[config.mk]
export PLATFORM = sky130hd
export DESIGN_NAME = intr_cycle_seq
export DESIGN_NICKNAME = d
export VERILOG_FILES = /design/src/rtl/intr_seq_pkg.sv /design/src/rtl/req_tracker.sv /design/src/rtl/ctl_stack.sv /design/src/rtl/cycle_fsm.sv /design/src/rtl/intr_cycle_seq.sv
export SDC_FILE = /design/constraint.sdc
export NUM_CORES = 1
export LEC_CHECK = 0
export ABC_AREA = 1
export BUFFER_PORTS_ARGS = -buffer_cell sky130_fd_sc_hd__buf_2
export CAP_MARGIN = 40
export CORE_MARGIN = 2
export CORE_UTILIZATION = 40
export CTS_CLUSTER_SIZE = 30
export DETAILED_ROUTE_END_ITERATION = 6
export SETUP_SLACK_MARGIN = 0.3
export SLEW_MARGIN = 20
export SYNTH_ARGS = -nofsm -noshare
export SYNTH_HDL_FRONTEND = slang
export SYNTH_SLANG_ARGS = --single-unit
[constraint.sdc]
create_clock -name clk -period 8.1 [get_ports clk]
set_input_delay 0.405 -clock clk [delete_from_list [all_inputs] [get_ports clk]]
set_output_delay 0.405 -clock clk [all_outputs]
set_load 0.05 [all_outputs]
[src/rtl/intr_seq_pkg.sv]
package intr_seq_pkg;

    localparam int PC_W   = 16;
    localparam int FLAG_W = 7;

    typedef enum logic [1:0] {
        PH_FETCH = 2'd0,
        PH_EXEC  = 2'd1,
        PH_INTR  = 2'd2
    } phase_e;

    typedef struct packed {
        logic [FLAG_W-1:0] flags;
        logic              ie;
    } psw_t;

    localparam int PSW_W = $bits(psw_t);

    typedef struct packed {
        psw_t            psw;
        logic [PC_W-1:0] pc;
    } frame_t;

    // Status word after an ordinary instruction completes.
    function automatic psw_t psw_after_exec(psw_t cur, logic [FLAG_W-1:0] flg, logic set_ie);
        psw_t r;
        r.flags = flg;
        r.ie    = cur.ie | set_ie;
        return r;
    endfunction

    // Status word on entry to a handler: enable bit dropped.
    function automatic psw_t psw_on_entry(psw_t cur);
        psw_t r;
        r    = cur;
        r.ie = 1'b0;
        return r;
    endfunction

endpackage

[src/rtl/req_tracker.sv]
module req_tracker (
    input  logic clk,
    input  logic rst,
    input  logic irq_req,
    input  logic ack_active,
    input  logic accept,
    output logic pending
);
    logic pend_q;
    logic req_seen;

    // A request held during the acknowledge cycle is the old one.
    assign req_seen = irq_req & ~ack_active;
    assign pending  = pend_q | req_seen;

    always_ff @(posedge clk) begin
        if (rst) begin
            pend_q <= 1'b0;
        end else if (accept) begin
            pend_q <= 1'b0;
        end else if (req_seen) begin
            pend_q <= 1'b1;
        end
    end

    // accepting a request empties the latch
    a_r3_pend_cleared: assert property (@(posedge clk) disable iff (rst)
        accept |=> !pend_q);

    // a request seen only during acknowledge is never latched
    a_r4_ack_masks_req: assert property (@(posedge clk) disable iff (rst)
        (ack_active && !pend_q && !accept) |=> !pend_q);

endmodule

[src/rtl/ctl_stack.sv]
module ctl_stack
    import intr_seq_pkg::*;
#(
    parameter int STK_DEPTH = 4,
    localparam int CNT_W = $clog2(STK_DEPTH + 1),
    localparam int IDX_W = (STK_DEPTH > 1) ? $clog2(STK_DEPTH) : 1
) (
    input  logic             clk,
    input  logic             rst,
    input  logic             push,
    input  logic             pop,
    input  frame_t           din,
    output frame_t           dout,
    output logic [CNT_W-1:0] depth,
    output logic             ovf
);
    logic [CNT_W-1:0] sp_q;
    logic             full;
    logic             empty;
    logic             wr_en;
    logic [IDX_W-1:0] rd_idx;
    frame_t           slots [STK_DEPTH];

    assign full   = (sp_q == CNT_W'(STK_DEPTH));
    assign empty  = (sp_q == '0);
    assign wr_en  = push & ~full;
    assign rd_idx = IDX_W'(sp_q - CNT_W'(1));

    for (genvar i = 0; i < STK_DEPTH; i++) begin : g_slot
        frame_t slot_q;
        always_ff @(posedge clk) begin
            if (wr_en && sp_q == CNT_W'(i)) begin
                slot_q <= din;
            end
        end
        assign slots[i] = slot_q;
    end

    assign dout  = slots[rd_idx];
    assign depth = sp_q;

    always_ff @(posedge clk) begin
        if (rst) begin
            sp_q <= '0;
            ovf  <= 1'b0;
        end else begin
            if (wr_en) begin
                sp_q <= sp_q + CNT_W'(1);
            end else if (pop && !empty) begin
                sp_q <= sp_q - CNT_W'(1);
            end
            if (push && full) begin
                ovf <= 1'b1;
            end
        end
    end

    // depth never exceeds the configured number of frames
    a_r9_depth_bound: assert property (@(posedge clk) disable iff (rst)
        depth <= CNT_W'(STK_DEPTH));

    // overflow flag is sticky
    a_r9_ovf_sticky: assert property (@(posedge clk) disable iff (rst)
        ovf |=> ovf);

    // a push into a full stack leaves the depth unchanged
    a_r9_full_drop: assert property (@(posedge clk) disable iff (rst)
        (push && full) |=> (depth == CNT_W'(STK_DEPTH)) && ovf);

    // push and pop are never requested together
    a_r7_no_push_pop: assert property (@(posedge clk) disable iff (rst)
        !(push && pop));

endmodule

[src/rtl/cycle_fsm.sv]
module cycle_fsm
    import intr_seq_pkg::*;
(
    input  logic   clk,
    input  logic   rst,
    input  logic   pending,
    input  logic   ie,
    output phase_e phase
);
    phase_e phase_q;
    phase_e phase_d;

    always_comb begin
        unique case (phase_q)
            PH_FETCH: phase_d = PH_EXEC;
            PH_EXEC:  phase_d = (pending && ie) ? PH_INTR : PH_FETCH;
            PH_INTR:  phase_d = PH_FETCH;
            default:  phase_d = PH_FETCH;
        endcase
    end

    always_ff @(posedge clk) begin
        if (rst) begin
            phase_q <= PH_FETCH;
        end else begin
            phase_q <= phase_d;
        end
    end

    assign phase = phase_q;

    // the interrupt phase only follows an execute cycle
    a_r2_intr_after_exec: assert property (@(posedge clk) disable iff (rst)
        (phase_q == PH_INTR) |-> ($past(phase_q) == PH_EXEC));

    // fetch is always followed by execute
    a_r2_fetch_then_exec: assert property (@(posedge clk) disable iff (rst)
        (phase_q == PH_FETCH) |=> (phase_q == PH_EXEC));

    // no interrupt phase while interrupts are disabled
    a_r3_gated_by_ie: assert property (@(posedge clk) disable iff (rst)
        (phase_q == PH_EXEC && !ie) |=> (phase_q == PH_FETCH));

endmodule

[src/rtl/intr_cycle_seq.sv]
module intr_cycle_seq
    import intr_seq_pkg::*;
#(
    parameter int STK_DEPTH = 4,
    localparam int CNT_W = $clog2(STK_DEPTH + 1)
) (
    input  logic              clk,
    input  logic              rst,
    input  logic              irq_req,
    input  logic [PC_W-1:0]   handler_addr,
    input  logic              op_ret,
    input  logic              op_set_ie,
    input  logic [FLAG_W-1:0] op_flags,
    output logic [1:0]        phase,
    output logic              instr_done,
    output logic [PC_W-1:0]   pc,
    output logic [PSW_W-1:0]  psw,
    output logic              int_ack,
    output logic [CNT_W-1:0]  stk_depth,
    output logic              stk_ovf
);
    phase_e          ph;
    logic            in_exec;
    logic            in_intr;
    logic            pending;
    logic            stk_empty;
    logic            do_pop;
    logic [PC_W-1:0] pc_q;
    psw_t            psw_q;
    logic            ack_q;
    frame_t          push_frame;
    frame_t          top_frame;
    logic [CNT_W-1:0] depth_w;

    assign in_exec   = (ph == PH_EXEC);
    assign in_intr   = (ph == PH_INTR);
    assign stk_empty = (depth_w == '0);
    assign do_pop    = in_exec & op_ret & ~stk_empty;

    assign push_frame.pc  = pc_q;
    assign push_frame.psw = psw_q;

    req_tracker u_req (
        .clk        (clk),
        .rst        (rst),
        .irq_req    (irq_req),
        .ack_active (ack_q),
        .accept     (in_intr),
        .pending    (pending)
    );

    cycle_fsm u_fsm (
        .clk     (clk),
        .rst     (rst),
        .pending (pending),
        .ie      (psw_q.ie),
        .phase   (ph)
    );

    ctl_stack #(.STK_DEPTH(STK_DEPTH)) u_stk (
        .clk   (clk),
        .rst   (rst),
        .push  (in_intr),
        .pop   (do_pop),
        .din   (push_frame),
        .dout  (top_frame),
        .depth (depth_w),
        .ovf   (stk_ovf)
    );

    always_ff @(posedge clk) begin
        if (rst) begin
            pc_q  <= '0;
            psw_q <= '0;
            ack_q <= 1'b0;
        end else begin
            ack_q <= in_intr;
            unique case (ph)
                PH_FETCH: pc_q <= pc_q + PC_W'(1);
                PH_EXEC: begin
                    if (do_pop) begin
                        pc_q  <= top_frame.pc;
                        psw_q <= top_frame.psw;
                    end else begin
                        psw_q <= psw_after_exec(psw_q, op_flags, op_set_ie);
                    end
                end
                PH_INTR: begin
                    pc_q  <= handler_addr;
                    psw_q <= psw_on_entry(psw_q);
                end
                default: ;
            endcase
        end
    end

    assign phase      = ph;
    assign instr_done = in_exec;
    assign pc         = pc_q;
    assign psw        = psw_q;
    assign int_ack    = ack_q;
    assign stk_depth  = depth_w;

    // acknowledge is a single-cycle pulse
    a_r4_ack_pulse: assert property (@(posedge clk) disable iff (rst)
        int_ack |=> !int_ack);

    // acknowledge follows the interrupt phase
    a_r4_ack_after_intr: assert property (@(posedge clk) disable iff (rst)
        in_intr |=> int_ack);

    // handler entry vectors pc and disables interrupts
    a_r5_vector: assert property (@(posedge clk) disable iff (rst)
        in_intr |=> (pc == $past(handler_addr)) && !psw_q.ie);

    // execute never moves pc unless a frame is popped
    a_r6_exec_keeps_pc: assert property (@(posedge clk) disable iff (rst)
        (in_exec && !do_pop) |=> $stable(pc));

endmodule

== Word level (Yosys, flattened, before mapping) ==
Cells that the tools add are included.

* Output and inout port bits: 32
* Bits in registers: 128
* Input port bits: 28
* Word-level logic and storage cells: 69

* Reductions and logical operators: 16
* Equal/unequal tests: 7
* Magnitude comparators: 1
* Bitwise gates (word level): 11
* Multiplexer cells: 11
* Add/sub/neg operators: 3

{| class="wikitable"
|+ Operators with widths
! operator !! number
|-
| binary-select mux 24 bit (select 2 bit) || 1
|-
| two-way mux 24 bit || 2
|-
| one-hot mux 16 bit (3 select lines) || 1
|-
| adder 16 x 1 -> 16 bit, second input constant || 1
|-
| two-way mux 16 bit || 1
|-
| one-hot mux 8 bit (2 select lines) || 1
|-
| two-way mux 8 bit || 1
|-
| logical AND 1 bit || 7
|-
| equality test 3 x 2 -> 1 bit, second input constant || 2
|-
| two-way mux 3 bit || 2
|-
| bitwise AND 1 bit || 4
|-
| inverter 1 bit || 4
|-
| one-hot mux 2 bit (2 select lines) || 1
|-
| AND reduction 2 bit || 2
|-
| nonzero test 2 bit || 2
|-
| adder 3 x 1 -> 3 bit, second input constant || 1
|-
| equality test 3 x 1 -> 1 bit, second input constant || 1
|-
| equality test 3 bit, second input constant || 1
|-
| >= comparator 3 bit, second input constant || 1
|-
| logical NOT 3 bit || 1
|-
| inverter 2 -> 3 bit || 1
|-
| nonzero test 3 bit || 1
|-
| subtractor 3 x 1 -> 3 bit, second input constant || 1
|-
| equality test 2 x 1 -> 1 bit, second input constant || 1
|-
| other kinds (7) || 8
|}

== Depth between registers and ports, before layout ==
* Depth in word-level cells: 7
* Gate-level depth with buffers: 15

== Cells and area by module ==
From an unflattened synthesis, not the netlist that was laid out.

* Cells, all modules: 591
* Area, all modules: 5750.5 um2

{| class="wikitable"
|+ By module, submodules not included
! module !! instances !! area each (um2) !! cells an instance
|-
| ctl_stack || 1 || 3877.5 || 282
|-
| intr_cycle_seq || 1 || 1746.7 || 292
|-
| cycle_fsm || 1 || 68.8 || 8
|-
| req_tracker || 1 || 57.6 || 9
|}

== Least setup slack after synthesis ==
No wires, ideal clock.

* Path kind: flip-flop to flip-flop
* Start point: reg u_stk.sp_q[0] (netlist: u_stk.depth[0])
* End point: reg u_stk.g_slot[1].slot_q[0] (netlist name), enable pin
* Setup slack: 4.962 ns
* Clock period less this slack: 3.138 ns
* Path buffers: 3
* Arrival time: 2.734 ns
* Setup time: 0.405 ns
* Cell stages (with the launch flop): 9
* Data required time: 7.695 ns
* Path through: dfxtp_1 -> buf_2 -> inv_2 -> buf_4 -> buf_6 -> ha_1 -> nand2_1 -> nand2_1 -> nor2_1

* Cells in the longest elaborated chain, start to end: 4
* Elaborated cells between the ends (all ways): 5

{| class="wikitable"
|+ RTL lines
! item !! line !! RTL
|-
| start: declaration || ctl_stack.sv:17 || <nowiki>logic [CNT_W-1:0] sp_q;</nowiki>
|-
| start signal: assignment || ctl_stack.sv:48 || <nowiki>sp_q <= sp_q + CNT_W'(1);</nowiki>
|-
| start signal: assignment || ctl_stack.sv:50 || <nowiki>sp_q <= sp_q - CNT_W'(1);</nowiki>
|-
| equality test 3 bit || ctl_stack.sv:24 || <nowiki>assign full = (sp_q == CNT_W'(STK_DEPTH));</nowiki>
|-
| inverter 1 bit || ctl_stack.sv:26 || <nowiki>assign wr_en = push & ~full;</nowiki>
|-
| bitwise AND 1 bit || ctl_stack.sv:26 ||
|-
| logical AND 1 bit * || ctl_stack.sv:32 || <nowiki>if (wr_en && sp_q == CNT_W'(i)) begin</nowiki>
|-
| end signal: assignment || ctl_stack.sv:33 || <nowiki>slot_q <= din;</nowiki>
|-
| end: declaration || ctl_stack.sv:30 || <nowiki>frame_t slot_q;</nowiki>
|}

Every way passes the cells marked *; elsewhere a longest branch is shown, timed or not.
A chain may end at the register's enable or synchronous reset.

== Worst setup path after layout ==
* Start point: reg u_fsm.phase_q[0] (netlist: u_fsm.phase[0])
* End point: reg pc_q[1] (netlist: pc[1])

* Cells in the longest elaborated chain, start to end: 5
* Elaborated cells between the ends (all ways): 9

{| class="wikitable"
|+ RTL lines
! item !! line !! RTL
|-
| start: declaration || cycle_fsm.sv:10 || <nowiki>phase_e phase_q;</nowiki>
|-
| start signal: assignment || cycle_fsm.sv:26 || <nowiki>phase_q <= phase_d;</nowiki>
|-
| equality test 2 x 1 -> 1 bit || intr_cycle_seq.sv:35, intr_cycle_seq.sv:78 ||
|-
| bitwise AND 1 bit (2 in a row) || intr_cycle_seq.sv:38 || <nowiki>assign do_pop = in_exec & op_ret & ~stk_empty;</nowiki>
|-
| inequality test 2 x 1 -> 1 bit (no source line) || - ||
|-
| AND reduction 2 bit (no source line) || - ||
|-
| end signal: assignment || intr_cycle_seq.sv:79 || <nowiki>PH_FETCH: pc_q <= pc_q + PC_W'(1);</nowiki>
|-
| end signal: assignment || intr_cycle_seq.sv:82 || <nowiki>pc_q <= top_frame.pc;</nowiki>
|-
| end signal: assignment || intr_cycle_seq.sv:89 || <nowiki>pc_q <= handler_addr;</nowiki>
|-
| end: declaration || intr_cycle_seq.sv:28 || <nowiki>logic [PC_W-1:0] pc_q;</nowiki>
|}

Several ways; a longest one is shown, not always the timed one.

==> results.json <==
{
  "status": "completed",
  "antenna_found_initial": 0,
  "first_pass_iters": 5,
  "finalCriticalPeriod_ns": 2.555,
  "final_net_count": 698,
  "route.detailed.drc": 0,
  "leakage_nw": 2.795,
  "start_util_pct": 40.36,
  "ant_nets": 0,
  "grt_max_degree": 54,
  "design.core.area_mm2": 0.01437,
  "arrival_ns": 2.84,
  "wl_per_cell_um": 16.84,
  "hold_viol_final": 0,
  "drt-total-wl_um": 14380,
  "cts_made_buffers": 17,
  "cts_resized": 0,
  "ios": 60,
  "worst_pin_slew_ns": 0.7397,
  "multi_input_area_mm2": 0.001976,
  "finalSetupTns_ns": 0,
  "fp.dieH_um": 124.4,
  "core.rowCount": 44,
  "r2r-start": "u_fsm.phase[0]$_SDFF_PP0_",
  "grt-ovfl-total": 0,
  "powerDensity_mw_per_mm2": 244.5,
  "netlist_area_mm2": 0.005799,
  "cts.sinks": 128,
  "synth-seq-area-share_pct": 60.76,
  "dr.first_iter.drc_count": 352,
  "avgSynthCellArea_um2": 9.666,
  "hold_path.class": "in -> reg",
  "rsz0062_at_grt": "no",
  "drive_above_1_share_pct": 17.91,
  "hp-start": "irq_req",
  "holdWs_ns": 0.2521,
  "viasPerCell": 5.200,
  "clk_latency_ns": 0.42,
  "maxCapViolCount": 0,
  "finalCritPeriodShare_pct": 31.54,
  "clockPowerShare_pct": 46.8,
  "syn_to_final_growth_pct": 20.06,
  "synth_cell_types": 30,
  "combPwrFrac_pct": 9.2,
  "cts_buffer_depth": 2,
  "cts-root-buf": "clkbuf_16",
  "crit_required_ns": 8.38,
  "fillerInstances": 1323,
  "synthCells": 600,
  "fmax_mhz": 391.5,
  "synth_nets": 641,
  "ctsHoldBuffers": 0,
  "antenna_cells": 0,
  "io_buffers": 59,
  "htreeDepth": 4,
  "timing.critical_path.from": "u_fsm.phase[0]$_SDFF_PP0_",
  "track_usage_pct": 18.99,
  "yosysWarnings": 0,
  "drv_slew": 0,
  "cts.clk_slew.worst_paths_ns": 0.06,
  "worstPathMaxFanout": 19,
  "grt_pass1_wl_um": 22650,
  "power_switching_share_pct": 24.72,
  "grt_pass1_vias": 4267,
  "crit_path_end_kind": "register",
  "ff_latch_area_mm2": 0.003525,
  "pwr-share-seq_pct": 44.0,
  "die_area_mm2": 0.01548,
  "post_cts_buffers": 0,
  "peakVddDrop_v": 0.0001606,
  "gp_congestion": 0.7883,
  "final.setup_skew_ns": 0.01443,
  "power_switching_mw": 0.4208,
  "critPathLaunchType": "register",
  "vias": 4441,
  "relSlewSlack_pct": 50.69,
  "worstSetupPathType": "reg -> reg",
  "dp_hpwl_um": 8962,
  "synth-seq-cells": 128,
  "intPower_mw": 1.281,
  "setup_viol_count_final": 0,
  "die_w_um": 124.4,
  "cts_tree": "yes"
}
==> final timing paths <==
check | to | slack (ns) | cells after the start
min | u_fsm.phase[1]$_SDFF_PP0_ | 0.25 | 3
max reg2reg | pc[1]$_SDFFE_PP0P_ | 5.55 | 7
max | pc[1]$_SDFFE_PP0P_ | 5.55 | 7
min reg2reg | u_fsm.phase[1]$_SDFF_PP0_ | 0.47 | 2
==> synthesized netlist by cell type (all sizes together) <==
| master | number | share of area [%] |
|---|---|---|
| dfxtp | 32 | 11 |
| o221ai | 1 | 0.15 |
| edfxtp | 96 | 50 |
| nand3 | 66 | 5.8 |
| ha | 13 | 2.8 |
| a21oi | 43 | 4.2 |
| or2 | 1 | 0.11 |
| nand2 | 179 | 12 |
| xor2 | 3 | 0.45 |
| buf | 24 | 2.6 |
| nor2 | 54 | 3.5 |
| inv | 38 | 2.5 |
| a32o | 1 | 0.17 |
| nand4 | 2 | 0.22 |
| o211ai | 13 | 1.7 |
| xnor2 | 2 | 0.30 |
| o21ai | 22 | 1.9 |
| nor3 | 4 | 0.43 |
| clkbuf | 6 | 0.56 |
==> flip-flops by register name, summed over array words and instances, names as in the netlist <==
signal	count
int_ack	1
u_stk.g_slot.slot_q	96
u_fsm.phase	2
psw	8
u_stk.ovf	1
pc	16
u_stk.depth	3
u_req.pend_q	1
==> stage by stage <==
step	power, mW	setup slack (ns)	cell area [um^2]	cells	util [%]
after global routing	1.760	5.303	6963	854	48.46
after detailed placement	0.9195	5.410	6284	819	43.73
after floorplan	0.8700	4.962	5799	600	-
after global placement	0.9117	4.852	6178	814	43.00
after CTS	1.715	5.394	6903	851	48.04
final	1.702	5.545	6963	854	48.46
==> worst max-delay path, stage by stage (launching register included) <==
cell and delay (ns):
dfxtp_1 0.40, inv_1 0.11, ha_1 0.78, inv_1 0.56, a21oi_1 0.30, nand2_1 0.08, o211ai_1 0.09, a21oi_1 0.09
==> placed cells by master (no fill, tap or decap), types with 4 or more instances in the layout <==
| cell type | count |
|---|---|
| a21oi_2 | 4 |
| o21ai_0 | 22 |
| inv_2 | 4 |
| nand3_1 | 65 |
| clkbuf_16 | 17 |
| nand2_1 | 177 |
| clkinv_2 | 4 |
| nor2_4 | 4 |
| nor2_1 | 49 |
| a21oi_1 | 38 |
| dfxtp_1 | 31 |
| o211ai_1 | 13 |
| edfxtp_1 | 96 |
| bufinv_16 | 4 |
| ha_1 | 13 |
| buf_2 | 59 |
| inv_1 | 33 |
| buf_12 | 4 |
==> cell type report <==
cell class | count | area share, %
clock buffers | 18 | 6.164
multi-input cells | 404 | 28.37
well taps | 184 | 3.306
flip-flops and latches | 128 | 50.62
clock inverters | 14 | 2.731
repair buffers | 68 | 6.721
inverters | 38 | 2.084
==> layer usage <==
layer	vias to the layer above	GRT usage [%]	part of all wire, %
li1	2144	-	-
met2	140	31.08	48
met3	15	4.381	5.4
met1	2142	24.66	45
met5	-	0	0
met4	0	7.072	1.3
==> power groups by stage <==
| stage | Clock, mW | Combinational (mW) | Sequential [mW] |
|---|---|---|---|
| final | 0.797 | 0.156 | 0.749 |
| after global placement | 0 | 0.151 | 0.761 |
| after detailed placement | 0 | 0.156 | 0.763 |
| after CTS | 0.809 | 0.157 | 0.749 |
| after global routing | 0.838 | 0.170 | 0.752 |
| after floorplan | 0 | 0.0770 | 0.793 |
==> kinds of logic (layout without fill, tap and decap cells) <==
family	count (synthesis)	count (layout)	synth area share, %
xor gates and xnor gates	5	5	0.7553
buffers and inverters	68	138	5.696
DFF	128	128	60.75
adders and majority gates	13	13	2.805
and+or+nand+nor	306	306	21.92
AOI/OAI and AO/OA	80	80	8.069
No activity file was read; power rests on OpenSTA's default activity.
